### config.mk
export PLATFORM = sky130hd
export DESIGN_NAME = bound_trap_unit
export DESIGN_NICKNAME = d
export VERILOG_FILES = /design/src/rtl/bound_trap_unit.sv
export SDC_FILE = /design/constraint.sdc
export NUM_CORES = 1
export LEC_CHECK = 0
export BUFFER_PORTS_ARGS = -buffer_cell sky130_fd_sc_hd__buf_2
export CAP_MARGIN = 20
export CORE_MARGIN = 1
export CORE_UTILIZATION = 53
export DETAILED_ROUTE_END_ITERATION = 8
export PLACE_DENSITY = 0.88
export SLEW_MARGIN = 40
export SYNTH_ARGS = -nofsm -noshare
export SYNTH_HDL_FRONTEND = slang
export SYNTH_SLANG_ARGS = --single-unit
### constraint.sdc
create_clock -name clk -period 6.6 [get_ports clk]
set_input_delay 1.65 -clock clk [delete_from_list [all_inputs] [get_ports clk]]
set_output_delay 1.65 -clock clk [all_outputs]
set_load 0.03 [all_outputs]
### src/rtl/bound_trap_unit.sv
module bound_trap_unit #(
  parameter int unsigned W   = 32,
  parameter int unsigned PCW = 32,
  parameter int unsigned VW  = 8,
  parameter logic [VW-1:0] VEC = VW'(6)
) (
  input  logic           clk,
  input  logic           rst_n,
  input  logic           start,
  input  logic           dual_mode,
  input  logic [W-1:0]   value,
  input  logic [W-1:0]   lo_bound,
  input  logic [W-1:0]   hi_bound,
  input  logic [4:0]     flags_in,
  input  logic [PCW-1:0] pc_in,
  output logic           done,
  output logic           trap,
  output logic [VW-1:0]  trap_vec,
  output logic [4:0]     flags_out,
  output logic [PCW-1:0] ret_pc
);
  localparam int FN = 3;
  localparam int FZ = 2;
  localparam int FC = 0;

  logic signed [W-1:0] v, lo, hi;
  assign v  = value;
  assign lo = lo_bound;
  assign hi = hi_bound;

  logic v_neg, hi_neg, v_gt_hi, v_lt_lo, lo_le_hi;
  assign v_neg    = v[W-1];
  assign hi_neg   = hi[W-1];
  assign v_gt_hi  = v > hi;
  assign v_lt_lo  = v < lo;
  assign lo_le_hi = lo <= hi;

  logic s_trap, s_c, d_c, d_z, nxt_trap;
  assign s_trap = v_neg | v_gt_hi;
  assign s_c    = hi_neg ? (v_gt_hi & v_neg) : s_trap;
  assign d_c    = lo_le_hi ? (v_lt_lo | v_gt_hi) : (v_gt_hi & v_lt_lo);
  assign d_z    = (v == lo) | (v == hi);
  assign nxt_trap = dual_mode ? d_c : s_trap;

  logic [4:0] nxt_flags;
  always_comb begin
    nxt_flags = flags_in;
    if (dual_mode) begin
      nxt_flags[FZ] = d_z;
      nxt_flags[FC] = d_c;
    end else begin
      nxt_flags[FN] = v_neg;
      nxt_flags[FC] = s_c;
    end
  end

  logic           done_q, trap_q;
  logic [4:0]     flags_q;
  logic [PCW-1:0] pc_q;

  always_ff @(posedge clk) begin
    if (!rst_n) begin
      done_q  <= 1'b0;
      trap_q  <= 1'b0;
      flags_q <= '0;
      pc_q    <= '0;
    end else begin
      done_q <= start;
      trap_q <= start & nxt_trap;
      if (start) begin
        flags_q <= nxt_flags;
        pc_q    <= pc_in + (dual_mode ? PCW'(4) : PCW'(2));
      end
    end
  end

  assign done      = done_q;
  assign trap      = trap_q;
  assign trap_vec  = trap_q ? VEC : '0;
  assign flags_out = flags_q;
  assign ret_pc    = pc_q;
endmodule


Yosys cells after proc, flatten, opt, wreduce, memory -nomap -nowiden
Index checks and enable logic that the tools add are counted.

operators by class
  bitwise logic cells = 6
  add/sub/neg operators = 1
  equal/unequal tests = 2
  magnitude comparators = 3
  multiplexer cells = 8

operator list
  kind                    count
  == test 32 bit          2
  adder 32 x 3 -> 32 bit  1
  > comparator 32 bit     1
  <= comparator 32 bit    1
  < comparator 32 bit     1
  2-to-1 mux 1 bit        6
  2-to-1 mux 3 bit        2
  AND 1 bit               3
  OR 1 bit                3

word-level totals
  output and inout port bits = 47
  register bits = 39
  input port bits = 137

Depth between registers and ports, before layout
  depth after elaboration = 5
  gate-level depth with buffers = 12
  mapped depth without buffers = 12

Least setup slack after synthesis
OpenSTA, ideal clock, no wires.

  path type = input-to-reg
  start = input port dual_mode
  end = register pc_q[29] (netlist: ret_pc[29])
  setup time = 0.086 ns
  data required time = 6.514 ns
  slack = 2.710 ns
  stages = 12
  arrival time = 3.804 ns
  path buffers = 0
  path through = inv_1 -> ha_1 -> inv_1 -> fa_1 -> nor2b_1 -> nor2b_1 -> nand3_1 -> nor2_1 -> and3_1 -> nand4_1 -> xor2_1 -> a211oi_1

on the way
  word-level cells in the longest chain between the ends = 2

ends and longest elaborated chain
  item                    line  text
  from (decl)             10    input logic dual_mode,
  2-to-1 mux 3 bit        72    pc_q <= pc_in + (dual_mode ? PCW'(4) : PCW'(2));
  adder 32 x 3 -> 32 bit  72
  to (signal assigned)    72
  to (decl)               59    logic [PCW-1:0] pc_q;

Every way passes these cells.
A chain may end at the register's enable or synchronous reset.

Worst setup path after layout
Same ends and word-level chain as after synthesis.

==> flow_summary_export.csv <==
group,metric,value,unit
clock_network,hold_buffers,0,
clock_network,htreeDepth,2,
sta,fin_crit_sh,64.14,%
clock_network,cts_max_path_buffers,2,
pwr,peakVddDrop,0.07803,mV
cells_and_area,drive_gt1_share,27.34,%
synth,netlist.area_leader.share,28.56,%
die,dieArea,8464,sq um
sta,drv_slew,0,
sta,period_needed,4233,ps
placed_design,place_area,5226,sq um
sta,setup_tns,0,ps
placed_design,routabilityCongestion,0.8766,
synth,synth_warnings,0,
cells_and_area,area_growth,24.16,%
sta,setup_viol,0,
cells_and_area,fin_nets,941,
setup_path,crit_required,6800,ps
detailed_routing,num_vias,4509,
pwr,total_power,741.5,uW
synth,synthTopCellsByArea,"ha_1 (29%), dfxtp_1 (18%), inv_1 (6.4%)",
synth,synth-seq-cells,39,
setup_path,start_kind,"input port",
die,die_h,92,microns
setup_path,crit_chain,"buf_2 -> inv_1 -> ha_1 -> inv_1 -> fa_1 -> nor2b_1 -> nor2b_1 -> nand3_1 -> nor2_1 -> and3_1 -> nand4_1 -> xor2_1 -> a211oi_1",
setup_path,rr_startpoint,"ret_pc[10]",
placed_design,hpwl,9859,microns
synth,yosysSeqAreaShare,18.19,%
die,io_pins,184,
pwr,p_sw,271.3,uW
detailed_routing,post-route-drc-count,0,
clock_network,numCtsBuffers,5,
cells_and_area,final_util,68.62,%
setup_path,max_stage_delay,410,ps
clock_network,clock-sinks,39,
cells_and_area,final_common_cell,"buf_2",
sta,hold_ws,482.7,ps
pwr,p_clk_share,24.3,%
setup_path,worstPathArrival,4430,ps
sta,worst_clock_skew,0,ps
synth,synthesis.instances,535,
clock_network,cts_setup_buffers,0,
grt,grt_usage,27.53,%
setup_path,crit_buf_inv,3,
setup_path,crit_slowest_cell,"nor2b_1",
pwr,leakage,2.865,nW
setup_path,r2r-end,"ret_pc[10]",
setup_path,crit_family,"simple AND/OR/NAND/NOR gates",
detailed_routing,first_pass_iters,6,
synth,yosysUniqueCellTypes,50,
sta,rsz0062_at_grt,"false",
grt,overflow,0,
flow_run,maxCapViolCount,0,
detailed_routing,drt_iter0_drc,186,
clock_network,cts-root-buf,"clkbuf_8",
min_path,whs_path_depth,2,
placed_design,post-place-ws,2080,ps
status,status,"finished clean",
synth,synth-main-ff-cell,"dfxtp_1",
clock_network,cts_tree,"done",
detailed_routing,vias_per_cell,5.580,
cells_and_area,fin_cells,808,
synth,synth_top_area_cell,"ha_1",
setup_path,crit_path_end_kind,"register",
setup_path,r2r_cells,2,
clock_network,path_clk_slew,70,ps
sta,setup_ws,2367,ps
clock_network,cts_resized,0,
pwr,switching_share,36.59,%
setup_path,path_max_fanout,7,
synth,async_flop_share,0,%
placed_design,io_buffer_count,176,
cells_and_area,num_antenna_cells,0,
sta,fmax,236.2,MHz
die,core,7767,sq um
min_path,min_to,"flags_out[2]",
setup_path,ff2ff_setup_slack,5850,ps
placed_design,placed_cells,800,
cells_and_area,finalInstanceArea,5330,sq um
grt,grt_pass1_wl,19310,microns
grt,grt_pass1_vias,4484,
clock_network,clkLatencyLatePin,280,ps
sta,finalHoldViolCount,0,
synth,synth_edf_count,0,
grt,antenna_found_initial,0,
synth,avgSynthCellArea,8.024,sq um
pwr,p_comb_share,40.5,%
die,start_util,55.27,%
pwr,internal_power,470.2,uW
detailed_routing,routedWlPerCell,14.32,microns
sta,worst-slew-pin-transition,663.6,ps
pwr,p_per_area,139.1,nW/um^2
min_path,hp-start,"flags_out[2]",
cells_and_area,n_fill_cell,641,
die,fp.dieW,92,microns
grt,grt_max_degree,70,
synth,synth_area,4293,sq um
detailed_routing,ant_nets,0,
detailed_routing,wirelength,11570,microns
die,rows,32,
pwr,seqPwrFrac,35.2,%
setup_path,critPathKind,"input port to register",
sta,max_slew_margin,55.76,%
cells_and_area,final_cell_mix,"buf_2 (176), ha_1 (98), inv_1 (72)",
min_path,holdCritPathClass,"register to register",
cell usage after synthesis, types with 3 or more instances:
cell      instances
ha_1             98
inv_1            73
nor2_1           45
a21oi_1          40
dfxtp_1          39
nand2_1          30
a211oi_1         28
nand4_1          24
nand3_1          19
xor2_1           18
o21ai_0          11
a21o_1           10
clkbuf_1         10
xnor2_1           9
buf_4             8
and4_1            7
mux2i_1           7
nor2b_1           6
o211ai_1          5
a221o_1           3
and3_1            3
nor3_1            3
nor4_1            3
or3_1             3
logic make-up after synthesis:
group           share of synthesized area (%)
compound gates                          18.36
xor+xnor                                5.509
fa+ha+maj                               29.53
buf+inv                                 8.744
flops                                   18.19
mux                                     1.982
other cells                           0.08735
simple gates                            17.60
worst min-delay path, cell delays in order, from the launching register on:
cell and delay [ps]:
dfxtp_1 310, nand2b_1 70, a21oi_1 50
worst max path at each step:
stage / start / slack (ps) / depth (start not counted) / to
2_1_floorplan: dual_mode / 2710 / 12 / ret_pc[29]
3_3_place_gp: dual_mode / 2190 / 13 / ret_pc[29]
3_5_place_dp: dual_mode / 2080 / 13 / ret_pc[29]
4_1_cts: dual_mode / 2380 / 13 / ret_pc[29]
5_1_grt: dual_mode / 2080 / 13 / ret_pc[29]
6_report: dual_mode / 2370 / 13 / ret_pc[29]
power groups by stage:
stage                     logic, mW  clock network (mW)  registers, mW
after floorplan               0.156                   0          0.299
after global placement        0.282                   0          0.265
after detailed placement      0.297                   0          0.266
after CTS                     0.298               0.184          0.261
after global routing          0.335               0.192          0.262
final                         0.301               0.180          0.261
layer usage:
| layer | vias to the layer above | global-route usage [%] | wire length [microns] |
|---|---|---|---|
| met5 | - | 0 | 0 |
| met4 | 0 | 13.02 | 429 |
| met3 | 35 | 4.063 | 799 |
| met2 | 193 | 49.19 | 5575 |
| met1 | 2025 | 32.03 | 4764 |
| li1 | 2256 | - | - |
final cells by class:
| cell class | instances | area [sq um] | share of cell area, % |
|---|---|---|---|
| Clock buffer | 7 | 96.34 | 1.808 |
| Inverter | 73 | 274.0 | 5.141 |
| Timing Repair Buffer | 177 | 888.4 | 16.67 |
| Sequential cell | 39 | 780.7 | 14.65 |
| Clock inverter | 1 | 7.507 | 0.1408 |
| Tap cell | 102 | 127.6 | 2.394 |
| Multi-Input combinational cell | 409 | 3156 | 59.20 |
state kept, by name, summed over array words and instances (netlist names):
name       count
flags_out      5
done           1
trap           1
ret_pc        32
No activity file was read; power rests on OpenSTA's default activity.
